<file path="src/rtl/ackser_pkg.sv">
package ackser_pkg;
  // Which source drives the serial pin
  typedef enum logic [1:0] {
    SRC_ENERGY = 2'd0,
    SRC_DATA   = 2'd1,
    SRC_OFF    = 2'd2
  } sd_src_e;
endpackage

</file>
<file path="src/rtl/ackser_sync.sv">
module ackser_sync #(
  parameter int STAGES = 2
) (
  input  logic clk,
  input  logic rst_n,
  input  logic async_i,
  output logic rise_o,
  output logic fall_o
);
  // STAGES synchroniser flops followed by one history flop for edge detection
  logic [STAGES:0] chain;

  always_ff @(posedge clk) begin
    if (!rst_n) chain <= '0;
    else        chain <= {chain[STAGES-1:0], async_i};
  end

  assign rise_o = chain[STAGES-1] & ~chain[STAGES];
  assign fall_o = ~chain[STAGES-1] & chain[STAGES];

  // a detected rise cannot repeat on the very next cycle
  a_r2_single_rise: assert property (@(posedge clk) disable iff (!rst_n)
    rise_o |=> !rise_o);
endmodule

</file>
<file path="src/rtl/ackser_seq.sv">
module ackser_seq #(
  parameter int DIGIT_W = 4
) (
  input  logic               clk,
  input  logic               rst_n,
  input  logic               pwdn_i,
  input  logic               steer_i,
  input  logic               ack_rise_i,
  input  logic               ack_fall_i,
  input  logic [DIGIT_W-1:0] digit_i,
  output logic               busy_o,
  output logic               bit_o
);
  localparam int CNT_W = $clog2(DIGIT_W + 1);
  localparam logic [CNT_W-1:0] LAST = CNT_W'(DIGIT_W);

  logic               steer_q;
  logic               armed;
  logic [CNT_W-1:0]   cnt;     // 0 idle, 1..DIGIT_W pulses seen
  logic [DIGIT_W-1:0] shreg;
  logic               steer_rise;

  assign steer_rise = steer_i & ~steer_q;

  always_ff @(posedge clk) begin
    if (!rst_n) begin
      steer_q <= 1'b0;
      armed   <= 1'b0;
      cnt     <= '0;
      shreg   <= '0;
    end else if (pwdn_i) begin
      steer_q <= steer_i;
      armed   <= 1'b0;
      cnt     <= '0;
      shreg   <= '0;
    end else begin
      steer_q <= steer_i;
      if (cnt == '0) begin
        if (armed && ack_rise_i) begin
          shreg <= digit_i;
          cnt   <= CNT_W'(1);
        end else if (steer_rise) begin
          armed <= 1'b1;
        end
      end else begin
        // steering edges are ignored while a sequence is open
        if (ack_rise_i && cnt != LAST) begin
          shreg <= shreg >> 1;
          cnt   <= cnt + 1'b1;
        end else if (ack_fall_i && cnt == LAST) begin
          cnt   <= '0;
          armed <= 1'b0;
        end
      end
    end
  end

  assign busy_o = (cnt != '0);
  assign bit_o  = shreg[0];

  a_r2_capture_lsb: assert property (@(posedge clk) disable iff (!rst_n)
    (!pwdn_i && cnt == '0 && armed && ack_rise_i) |=> (busy_o && bit_o == $past(digit_i[0])));

  a_r7_no_overrun: assert property (@(posedge clk) disable iff (!rst_n)
    cnt <= LAST);

  a_r8_unarmed_ignored: assert property (@(posedge clk) disable iff (!rst_n)
    (!pwdn_i && !armed && cnt == '0 && ack_rise_i) |=> !busy_o);

  a_r9_pwdn_clears: assert property (@(posedge clk) disable iff (!rst_n)
    pwdn_i |=> (!busy_o && !armed));

  a_r6_busy_needs_arm: assert property (@(posedge clk) disable iff (!rst_n)
    busy_o |-> armed);
endmodule

</file>
<file path="src/rtl/ackser_mux.sv">
module ackser_mux
  import ackser_pkg::*;
(
  input  logic pwdn_i,
  input  logic busy_i,
  input  logic data_bit_i,
  input  logic energy_i,
  output logic sd_o
);
  sd_src_e src;

  always_comb begin
    if (pwdn_i)      src = SRC_OFF;
    else if (busy_i) src = SRC_DATA;
    else             src = SRC_ENERGY;
  end

  always_comb begin
    case (src)
      SRC_DATA:   sd_o = data_bit_i;
      SRC_ENERGY: sd_o = energy_i;
      default:    sd_o = 1'b0;
    endcase
  end
endmodule

</file>
<file path="src/rtl/ack_digit_shifter.sv">
module ack_digit_shifter #(
  parameter int DIGIT_W     = 4,
  parameter int SYNC_STAGES = 2
) (
  input  logic               clk,
  input  logic               rst_n,
  input  logic [DIGIT_W-1:0] digit_i,
  input  logic               steer_i,
  input  logic               ack_i,
  input  logic               energy_i,
  input  logic               pwdn_i,
  output logic               sdo_o
);
  logic ack_rise, ack_fall, busy, data_bit;

  ackser_sync #(.STAGES(SYNC_STAGES)) u_sync (
    .clk     (clk),
    .rst_n   (rst_n),
    .async_i (ack_i),
    .rise_o  (ack_rise),
    .fall_o  (ack_fall)
  );

  ackser_seq #(.DIGIT_W(DIGIT_W)) u_seq (
    .clk        (clk),
    .rst_n      (rst_n),
    .pwdn_i     (pwdn_i),
    .steer_i    (steer_i),
    .ack_rise_i (ack_rise),
    .ack_fall_i (ack_fall),
    .digit_i    (digit_i),
    .busy_o     (busy),
    .bit_o      (data_bit)
  );

  ackser_mux u_mux (
    .pwdn_i     (pwdn_i),
    .busy_i     (busy),
    .data_bit_i (data_bit),
    .energy_i   (energy_i),
    .sd_o       (sdo_o)
  );

  // a sequence only opens on a synchronised acknowledge rise
  a_r5_open_on_rise: assert property (@(posedge clk) disable iff (!rst_n)
    (!$past(busy) && busy) |-> $past(ack_rise));
endmodule

</file>
<file path="config.mk">
export PLATFORM = sky130hd
export DESIGN_NAME = ack_digit_shifter
export DESIGN_NICKNAME = d
export VERILOG_FILES = /design/src/rtl/ackser_pkg.sv /design/src/rtl/ackser_sync.sv /design/src/rtl/ackser_seq.sv /design/src/rtl/ackser_mux.sv /design/src/rtl/ack_digit_shifter.sv
export SDC_FILE = /design/constraint.sdc
export NUM_CORES = 1
export LEC_CHECK = 0
export CAP_MARGIN = 20
export CORE_ASPECT_RATIO = 1.2
export CORE_MARGIN = 5
export CORE_UTILIZATION = 35
export CTS_BUF_LIST = sky130_fd_sc_hd__clkbuf_4
export DETAILED_ROUTE_END_ITERATION = 6
export PLACE_DENSITY = 0.55
export REMOVE_ABC_BUFFERS = 1
export SETUP_SLACK_MARGIN = 0.4
export SKIP_CTS_REPAIR_TIMING = 1
export SLEW_MARGIN = 20
export SYNTH_ARGS = -nofsm -noshare
export SYNTH_HDL_FRONTEND = slang
export SYNTH_SLANG_ARGS = --single-unit
</file>
<file path="constraint.sdc">
create_clock -name clk -period 1.7 [get_ports clk]
set_input_delay 0.17 -clock clk [delete_from_list [all_inputs] [get_ports clk]]
set_output_delay 0.17 -clock clk [all_outputs]
set_load 0.01 [all_outputs]
</file>
==> impl_metrics.ini <==
[run_status]
outcome = complete, no violations

[routing]
routed_wl_mm = 1.18
drt_pass1_iterations = 4
drt_iter0_drc = 7
drt.antenna.violating_nets = 0
vias = 470
avgViaCountPerCell = 4.90
routedWlPerCell_microns = 12.3
drc = 0

[place]
place_ws_ns = 0.0594
hpwl_microns = 822
port_buffers = 10
gp_congestion = 0.723
placed_area_sq_um = 707

[cells_and_area]
drive_gt1_share_pct = 29.1
area_growth_pct = 41.4
final_common_cell = dfxtp_1
most-common-layout-cells = 10 x dfxtp_1, 9 x clkdlybuf4s50_1, 6 x nor2_1, 6 x buf_4, 5 x and2_1
final_nets = 93
fin_area_sq_um = 782
fillCellCount = 141
antenna_cells = 0

[logic_synthesis]
synth_area_sq_um = 553
yosysUniqueCellTypes = 23
yosysSeqAreaShare_pct = 43.4
synth_seq_cells = 12
synthCells = 59
syn_area_per_cell_sq_um = 9.37
yosys_warnings = 0

[cts]
clkTransAtPathRegs_ns = 0.07
numCtsBuffers = 3
cts.path.max_buffers = 2
cts_root_buffer = clkbuf_4
cts_sinks = 12
cts.htree.levels = 1
cts_tree = built
clkLatencyLatePin_ns = 0.27

[worst_setup_path]
path_class = reg2reg
reg2regPathDepth = 7
path_max_fanout = 5
crit_path_top_delay_cell = dfxtp_2
startpoint_type = flip-flop
cpPeakStageDelay_ns = 0.34
cp.arrival_ns = 1.70
crit_chain = inv_2 > ha_4 > buf_6 > and3b_1 > and2_4 > or2_4 > a311oi_2
critPathRequiredTime_ns = 1.88
crit_path_end_kind = flip-flop

[global_routing]
antenna_found_initial = 0
grt_pass1_wl_mm = 1.87
grt_pass1_vias = 448
track_usage_pct = 10.7
grt_max_degree = 10
grt.overflow.total = 0

[sta]
post-route-period-util_pct = 89.2
fin_ws_ns = 0.183
rsz0062_at_grt = true
finalHoldViolations = 0
fin_skew_ns = 0.00114
max_slew_margin_pct = 74.8
max_freq_mhz = 659
tightest_slew_ns = 0.377
period_needed_ns = 1.52
finalMaxSlewViolations = 0
setup_tns_ns = 0
setup_viol = 0
hold_ws_ns = 0.439

[floorplan]
coreArea_sq_mm = 0.00146
die_x_microns = 46.3
dieHeight_microns = 53.5
ios = 11
row_count = 15
start_util_pct = 37.8
die-area_sq_mm = 0.00248

[job]
maxCapViolations = 0

[pwr]
p_leak_uw = 0.000325
worst_ir_drop_vdd_mv = 0.401
powerDensity_mw_per_mm2 = 654

[hold_path]
min_path_type = reg2reg
hold-path-cell-count = 1
[sequential cells by signal, summed over array words and instances (netlist names)]
register and count:
u_seq.shreg 4, u_seq.cnt 3, u_sync.chain 3, u_seq.armed 1, u_seq.steer_q 1
[per-layer routing]
layer / vias up / track usage [%] / wire length (microns)
met5: - / 0 / 0
met4: 0 / 8.53 / 42
met3: 5 / 2.01 / 48
li1: 246 / - / -
met1: 209 / 14.3 / 533
met2: 10 / 14.7 / 559
[worst paths after layout]
| check | start | endpoint | slack (ns) |
|---|---|---|---|
| setup / recovery | u_seq.cnt[0] | u_seq.cnt[2] | 0.18 |
| hold / removal | u_sync.chain[0] | u_sync.chain[1] | 0.44 |
| setup reg to reg | u_seq.cnt[0] | u_seq.cnt[2] | 0.18 |
| hold reg to reg | u_sync.chain[0] | u_sync.chain[1] | 0.44 |
[final cells by class]
| cell class | instances | area, sq um | share of cell area [%] |
|---|---|---|---|
| Clock buffer | 3 | 22.5 | 2.88 |
| Inverter | 5 | 18.8 | 2.40 |
| Multi-Input combinational cell | 41 | 314 | 40.2 |
| Sequential cell | 12 | 243 | 31.0 |
| Tap cell | 17 | 21.3 | 2.72 |
| Timing Repair Buffer | 18 | 163 | 20.8 |
[critical path: cells and delay by family, from the launching register on]
| kind | cells | cell delay [ns] |
|---|---|---|
| DFF | 1 | 0.34 |
| buffers and inverters | 2 | 0.17 |
| AOI/OAI and AO/OA | 1 | 0.19 |
| and+or+nand+nor | 3 | 0.57 |
| adders and majority gates | 1 | 0.15 |
[synth_stat cells]
cell type | n | area, sq um
a31oi_1 | 1 | 6.26
and3b_1 | 1 | 8.76
or3_1 | 1 | 6.26
a21oi_1 | 2 | 10.0
buf_2 | 1 | 5.00
dfxtp_1 | 12 | 240
o31ai_1 | 1 | 7.51
nor3_1 | 1 | 5.00
or2_4 | 1 | 8.76
o22a_1 | 1 | 8.76
a311oi_2 | 1 | 15.0
nor2_1 | 6 | 22.5
nand2b_1 | 3 | 18.8
mux2i_1 | 4 | 40.0
ha_1 | 2 | 25.0
nor2b_1 | 1 | 6.26
a211oi_1 | 4 | 30.0
nand3_1 | 2 | 10.0
and2_1 | 6 | 37.5
o22ai_1 | 1 | 6.26
inv_1 | 5 | 18.8
and2b_1 | 1 | 7.51
a21oi_2 | 1 | 8.76
[report_power, final]
part	leakage (uW)	switching (uW)	internal, uW
clock	0.0000138	88.5	81.9
sequential	0.0000987	3.27	287
combinational	0.000212	18.7	32.1
[per-stage QoR]
stage               instances  util [%]  power, uW
detailed placement         90      48.3        347
global route               96      53.4        536
floorplan                  58         -        317
finish                     96      53.4        511
CTS                        93      49.8        518
global placement           90      48.3        347
[logic make-up (layout without fill, tap and decap cells)]
kind of cell,count (synthesis),after routing,share of synthesized area [%]
AOI/OAI and AO/OA,12,12,16.7
buffers and inverters,6,26,4.30
DFF,12,12,43.4
adders and majority gates,2,2,4.52
muxes,4,4,7.24
and+or+nand+nor,23,23,23.8
(Power assumes the default switching activity.)
